$ cat config.mk
export PLATFORM = sky130hd
export DESIGN_NAME = dslot_pc_unit
export DESIGN_NICKNAME = d
export VERILOG_FILES = /design/src/rtl/npc_pkg.sv /design/src/rtl/npc_insn_decoder.sv /design/src/rtl/npc_target_calc.sv /design/src/rtl/npc_pc_reg.sv /design/src/rtl/dslot_pc_unit.sv
export SDC_FILE = /design/constraint.sdc
export NUM_CORES = 1
export LEC_CHECK = 0
export BUFFER_PORTS_ARGS = -buffer_cell sky130_fd_sc_hd__buf_2
export CORE_MARGIN = 10
export CORE_UTILIZATION = 47
export CTS_CLUSTER_DIAMETER = 120
export DETAILED_ROUTE_END_ITERATION = 8
export PLACE_DENSITY = 0.91
export SLEW_MARGIN = 5
export SYNTH_ARGS = -nofsm -noshare
export SYNTH_HDL_FRONTEND = slang
export SYNTH_SLANG_ARGS = --single-unit
$ cat constraint.sdc
create_clock -name clk -period 4.35 [get_ports clk]
set_input_delay 0.6525 -clock clk [delete_from_list [all_inputs] [get_ports clk]]
set_output_delay 0.6525 -clock clk [all_outputs]
set_load 0.01 [all_outputs]
$ cat src/rtl/npc_pkg.sv
package npc_pkg;

  localparam int unsigned XLEN     = 32;
  localparam int unsigned OFF_W    = 16;
  localparam int unsigned IDX_W    = 26;
  localparam int unsigned REGA_W   = 5;
  localparam int unsigned REGION_W = XLEN - IDX_W - 2;

  localparam logic [5:0] OPC_REGOP = 6'b000000;
  localparam logic [5:0] OPC_JMP   = 6'b000010;
  localparam logic [5:0] OPC_JAL   = 6'b000011;
  localparam logic [5:0] OPC_BEQ   = 6'b000100;
  localparam logic [5:0] OPC_BNE   = 6'b000101;
  localparam logic [5:0] FN_JR     = 6'b001000;

  localparam logic [REGA_W-1:0] LINK_REG = 5'd31;

  typedef logic [XLEN-1:0] word_t;

  typedef enum logic [2:0] {
    CK_SEQ,
    CK_BEQ,
    CK_BNE,
    CK_JMP,
    CK_JAL,
    CK_JR
  } ctl_kind_e;

  // Address of the instruction after the one at pc.
  function automatic word_t pc_plus4(input word_t pc);
    return pc + word_t'(4);
  endfunction

  // Return address: skip the jump and its delay slot.
  function automatic word_t pc_plus8(input word_t pc);
    return pc + word_t'(8);
  endfunction

  // PC-relative target, word offset measured from the delay slot.
  function automatic word_t rel_target(input word_t pc, input logic [OFF_W-1:0] off);
    word_t sx;
    sx = {{(XLEN-OFF_W-2){off[OFF_W-1]}}, off, 2'b00};
    return pc_plus4(pc) + sx;
  endfunction

  // Region-absolute target: upper bits of the delay-slot address kept.
  function automatic word_t abs_target(input word_t pc, input logic [IDX_W-1:0] idx);
    word_t p4;
    p4 = pc_plus4(pc);
    return {p4[XLEN-1 -: REGION_W], idx, 2'b00};
  endfunction

endpackage

$ cat src/rtl/npc_insn_decoder.sv
module npc_insn_decoder
  import npc_pkg::*;
(
  input  logic                 clk,
  input  logic                 rst_n,
  input  word_t                insn,
  output ctl_kind_e            kind,
  output logic [OFF_W-1:0]     off,
  output logic [IDX_W-1:0]     idx
);

  logic [5:0] opc;
  logic [5:0] fn;
  logic       is_beq, is_bne, is_jmp, is_jal, is_jr;

  assign opc = insn[XLEN-1 -: 6];
  assign fn  = insn[5:0];
  assign off = insn[OFF_W-1:0];
  assign idx = insn[IDX_W-1:0];

  assign is_beq = (opc == OPC_BEQ);
  assign is_bne = (opc == OPC_BNE);
  assign is_jmp = (opc == OPC_JMP);
  assign is_jal = (opc == OPC_JAL);
  assign is_jr  = (opc == OPC_REGOP) && (fn == FN_JR);

  always_comb begin
    kind = CK_SEQ;
    if (is_beq)      kind = CK_BEQ;
    else if (is_bne) kind = CK_BNE;
    else if (is_jmp) kind = CK_JMP;
    else if (is_jal) kind = CK_JAL;
    else if (is_jr)  kind = CK_JR;
  end

  AST_KIND_EXCLUSIVE: assert property (@(posedge clk) disable iff (!rst_n)
    $onehot0({is_beq, is_bne, is_jmp, is_jal, is_jr}));

  AST_JR_NEEDS_FUNCT: assert property (@(posedge clk) disable iff (!rst_n)
    (kind == CK_JR) |-> (insn[5:0] == FN_JR));

endmodule

$ cat src/rtl/npc_target_calc.sv
module npc_target_calc
  import npc_pkg::*;
(
  input  logic             clk,
  input  logic             rst_n,
  input  ctl_kind_e        kind,
  input  word_t            pc,
  input  word_t            opa,
  input  word_t            opb,
  input  logic [OFF_W-1:0] off,
  input  logic [IDX_W-1:0] idx,
  output logic             take,
  output word_t            target,
  output logic             is_link,
  output word_t            link_val
);

  logic  ops_equal;
  word_t t_rel, t_abs;

  assign ops_equal = (opa == opb);
  assign t_rel     = rel_target(pc, off);
  assign t_abs     = abs_target(pc, idx);
  assign link_val  = pc_plus8(pc);
  assign is_link   = (kind == CK_JAL);

  always_comb begin
    take   = 1'b0;
    target = t_rel;
    unique case (kind)
      CK_BEQ: begin take = ops_equal;  target = t_rel; end
      CK_BNE: begin take = !ops_equal; target = t_rel; end
      CK_JMP,
      CK_JAL: begin take = 1'b1;       target = t_abs; end
      CK_JR:  begin take = 1'b1;       target = opa;   end
      default: begin take = 1'b0;      target = t_rel; end
    endcase
  end

  AST_BEQ_ONLY_EQUAL: assert property (@(posedge clk) disable iff (!rst_n)
    (kind == CK_BEQ && take) |-> (opa == opb));

  AST_BNE_ONLY_DIFF: assert property (@(posedge clk) disable iff (!rst_n)
    (kind == CK_BNE && take) |-> (opa != opb));

  AST_JUMPS_TAKEN: assert property (@(posedge clk) disable iff (!rst_n)
    (kind == CK_JMP || kind == CK_JAL || kind == CK_JR) |-> take);

endmodule

$ cat src/rtl/npc_pc_reg.sv
module npc_pc_reg
  import npc_pkg::*;
#(
  parameter word_t RESET_PC = '0
) (
  input  logic  clk,
  input  logic  rst_n,
  input  logic  stall,
  input  logic  take,
  input  word_t target,
  output word_t pc
);

  word_t pc_next;

  always_comb begin
    if (stall)     pc_next = pc;
    else if (take) pc_next = target;
    else           pc_next = pc_plus4(pc);
  end

  always_ff @(posedge clk) begin
    if (!rst_n) pc <= RESET_PC;
    else        pc <= pc_next;
  end

  AST_STALL_HOLD: assert property (@(posedge clk) disable iff (!rst_n)
    stall |=> $stable(pc));

  AST_SEQ_STEP: assert property (@(posedge clk) disable iff (!rst_n)
    (!stall && !take) |=> (pc == $past(pc) + word_t'(4)));

  AST_REDIRECT_LAND: assert property (@(posedge clk) disable iff (!rst_n)
    (!stall && take) |=> (pc == $past(target)));

endmodule

$ cat src/rtl/dslot_pc_unit.sv
module dslot_pc_unit
  import npc_pkg::*;
#(
  parameter logic [31:0] RESET_PC = 32'h0000_0000
) (
  input  logic        clk,
  input  logic        rst_n,
  input  logic        stall,
  input  logic [31:0] dec_insn,
  input  logic [31:0] dec_pc,
  input  logic [31:0] opnd_a,
  input  logic [31:0] opnd_b,
  output logic [31:0] fetch_pc,
  output logic        redirect,
  output logic        link_we,
  output logic [4:0]  link_addr,
  output logic [31:0] link_value
);

  ctl_kind_e        kind;
  logic [OFF_W-1:0] off;
  logic [IDX_W-1:0] idx;
  logic             take_raw;
  logic             is_link;
  word_t            target;
  logic             take_ok;

  npc_insn_decoder u_dec (
    .clk  (clk),
    .rst_n(rst_n),
    .insn (dec_insn),
    .kind (kind),
    .off  (off),
    .idx  (idx)
  );

  npc_target_calc u_tgt (
    .clk     (clk),
    .rst_n   (rst_n),
    .kind    (kind),
    .pc      (dec_pc),
    .opa     (opnd_a),
    .opb     (opnd_b),
    .off     (off),
    .idx     (idx),
    .take    (take_raw),
    .target  (target),
    .is_link (is_link),
    .link_val(link_value)
  );

  assign take_ok   = take_raw && !stall;
  assign redirect  = take_ok;
  assign link_we   = is_link && !stall;
  assign link_addr = LINK_REG;

  npc_pc_reg #(.RESET_PC(RESET_PC)) u_pc (
    .clk   (clk),
    .rst_n (rst_n),
    .stall (stall),
    .take  (take_raw),
    .target(target),
    .pc    (fetch_pc)
  );

  AST_STALL_QUIET: assert property (@(posedge clk) disable iff (!rst_n)
    stall |-> (!redirect && !link_we));

  AST_LINK_ONLY_JAL: assert property (@(posedge clk) disable iff (!rst_n)
    link_we |-> (dec_insn[31:26] == OPC_JAL));

endmodule

==> flow_summary.yaml <==
clock_tree:
  htreeDepth: 2
  clock_sinks: 32
  cts_setup_buffers: 0
  clock_path_buffers: 2
  cts_buffers: 5
  cts_tree: "built"
  clk_latency_ns: 0.28
  clockRootBuffer: "clkbuf_16"
  clkTransAtPathRegs_ns: 0.05
placed_design:
  gp_congestion: 0.987
  dp_slack_ns: 0.0145
  dp.final_hpwl_mm: 17.5
  dp.cells: 1108
  portBuffers: 196
  dpl-instance-area_um2: 6670
timing:
  whs_ns: 0.499
  tightest_slew_ns: 0.739
  report.final.slew_viol_count: 0
  fin_ws_ns: 0.281
  min_period_ns: 4.07
  tns_ns: 0
  hold_viol: 0
  finClkSkew_ns: 0.00326
  fmax_ghz: 0.246
  rsz0062_at_grt: "false"
  fin_crit_sh: 0.935
  slew_headroom: 0.507
  setup_viol: 0
run:
  drv_cap: 0
drt:
  dr_total_vias: 6843
  drc: 0
  routed_wl_mm: 21.2
  drt_iter0_markers: 921
  dr.pass1.iters: 9
  antenna_left: 0
  vias_per_cell: 6.14
  wl_per_cell_um: 19.0
floorplanning:
  dieArea_um2: 16400
  dieWidth_um: 128
  num_rows: 39
  initial_core_util: 0.481
  coreArea_um2: 11400
  die_h_um: 128
  ios: 202
cells_and_area:
  utilization: 0.596
  fillers: 1096
  drive_above_1_share: 0.258
  top_register: "u_pc.pc"
  num-nets-final: 1140
  reg_top3: "u_pc.pc (32)"
  area_growth_pct: 24.0
  final_cell_mix: "buf_2 (196), nand2_1 (74), a21oi_1 (66)"
  fin_area_um2: 6810
  final_common_cell: "buf_2"
  final_cells: 1115
  largest_reg_flops: 32
  diodes: 0
global_route:
  grt_busiest_layer: "met2"
  grt_pass1_vias: 6577
  grt_usage: 0.243
  grt_max_degree: 35
  antenna_found_initial: 0
  grt_util_met1: 0.309
  grt_util_met2: 0.380
  grt_pass1_wl_mm: 33.2
  overflow: 0
  grt_use_met3: 0.0575
power_and_ir_drop:
  power_mw: 1.24
  p_leak_nw: 3.11
  power_density_nw_per_um2: 182
  peakVddDrop_v: 0.000207
min_path:
  min_path_type: "reg -> reg"
yosys:
  async_flop_share: 0
  synth.distinct_cells: 79
  ys.flop_type: "dfxtp_1"
  synth_edf_count: 0
  ys_seq_area_frac: 0.117
  synthCells: 783
  synth-seq-cells: 32
  ys_warn_count: 0
  synthesis.area_um2: 5490
  syn_area_per_cell_um2: 7.02
critical_path:
  arrival_ns: 4.28
  criticalPathCategory: "in -> reg"
  critPathLaunchType: "primary input"
  path_max_fanout: 5
  cp_top_family: "simple AND/OR/NAND/NOR gates"
  endpoint_kind: "register"
  crit_buf_inv: 1
  cp.required_ns: 4.56
  path_cells: "buf_2 -> ha_1 -> nand3_1 -> nor3_2 -> nand3_1 -> nor2_1 -> nand2_1 -> xnor2_1 -> ha_1 -> nand2_1 -> nor2_1 -> a221oi_4 -> nor2b_1 -> a311o_1 -> nor4b_4 -> o21ai_1 -> or3b_1 -> a211oi_2"
  slowest_delay_ns: 0.39
  slowest_stage: "a311o_1"
status:
  status: "finished clean"
kinds of logic after synthesis:
logic type      count (synthesis)  synth area share
simple gates                  298             0.275
compound gates                239             0.293
xor+xnor                      105             0.167
buf+inv                        67            0.0542
fa+ha+maj                      37            0.0856
flops                          32             0.117
mux                             4           0.00752
other cells                     1          0.000683
tightest hold or removal path: stages, from the launching register on:
cell and delay, ns:
dfxtp_1 0.31, nor2_1 0.09, nor3_1 0.05
final cells by class:
class                           instances  area (µm²)  area share
Clock buffer                            6         129      0.0189
Clock inverter                          1        5.00    0.000735
Inverter                               20        75.1      0.0110
Multi-Input combinational cell        688        4580       0.673
Sequential cell                        32         641      0.0941
Tap cell                              143         179      0.0263
Timing Repair Buffer                  225        1200       0.176
cell usage after synthesis, drive strengths merged, types with 4 or more instances:
library cell  instances  area, µm²
xor2                 65        569
and3                 13       81.3
o21bai                4       30.0
xnor2                40        350
o211ai                6       45.0
clkbuf               30        113
o31ai                 4       30.0
dfxtp                32        641
nor3                 25        135
o221ai                5       43.8
a21o                 27        203
or2                   5       31.3
a21oi                67        339
nor2                 66        250
a211oi                7       57.6
nand2                75        284
or3                   7       43.8
ha                   36        450
nand3                35        175
nand4                28        175
a2111oi               6       52.6
a31oi                 9       56.3
o21ai                44        220
inv                  20       75.1
nand2b                4       25.0
buf                  17        110
and2                  6       37.5
nor2b                 4       25.0
a22oi                18        135
and4                  8       70.1
a221oi               10        105
nor4                 10       62.6
power breakdown:
group	total, mW	internal [mW]	switching [mW]	leakage, nW
clock network	0.340	0.208	0.132	0.0667
logic	0.590	0.245	0.345	2.79
registers	0.310	0.300	0.00961	0.259
layer usage:
layer  vias to the layer above  wire (µm)
li1                       3290          -
met1                      3066       8610
met2                       442       9420
met3                        45       2320
met4                         0        829
met5                         -          0
worst paths after layout:
| kind | from | to | slack (ns) | cells after the start |
|---|---|---|---|---|
| setup reg to reg | u_pc.pc[4] | u_pc.pc[27] | 1.65 | 9 |
| hold reg to reg | u_pc.pc[0] | u_pc.pc[0] | 0.50 | 2 |
| setup / recovery | dec_pc[4] | u_pc.pc[28] | 0.28 | 18 |
| hold / removal | u_pc.pc[0] | u_pc.pc[0] | 0.50 | 2 |
repair_timing:
action / CTS / global route
gates resized for setup: 0 / 1
hold buffers: 0 / 0
setup endpoints to repair: 0 / 2
Power figures use the tool's default switching activity.
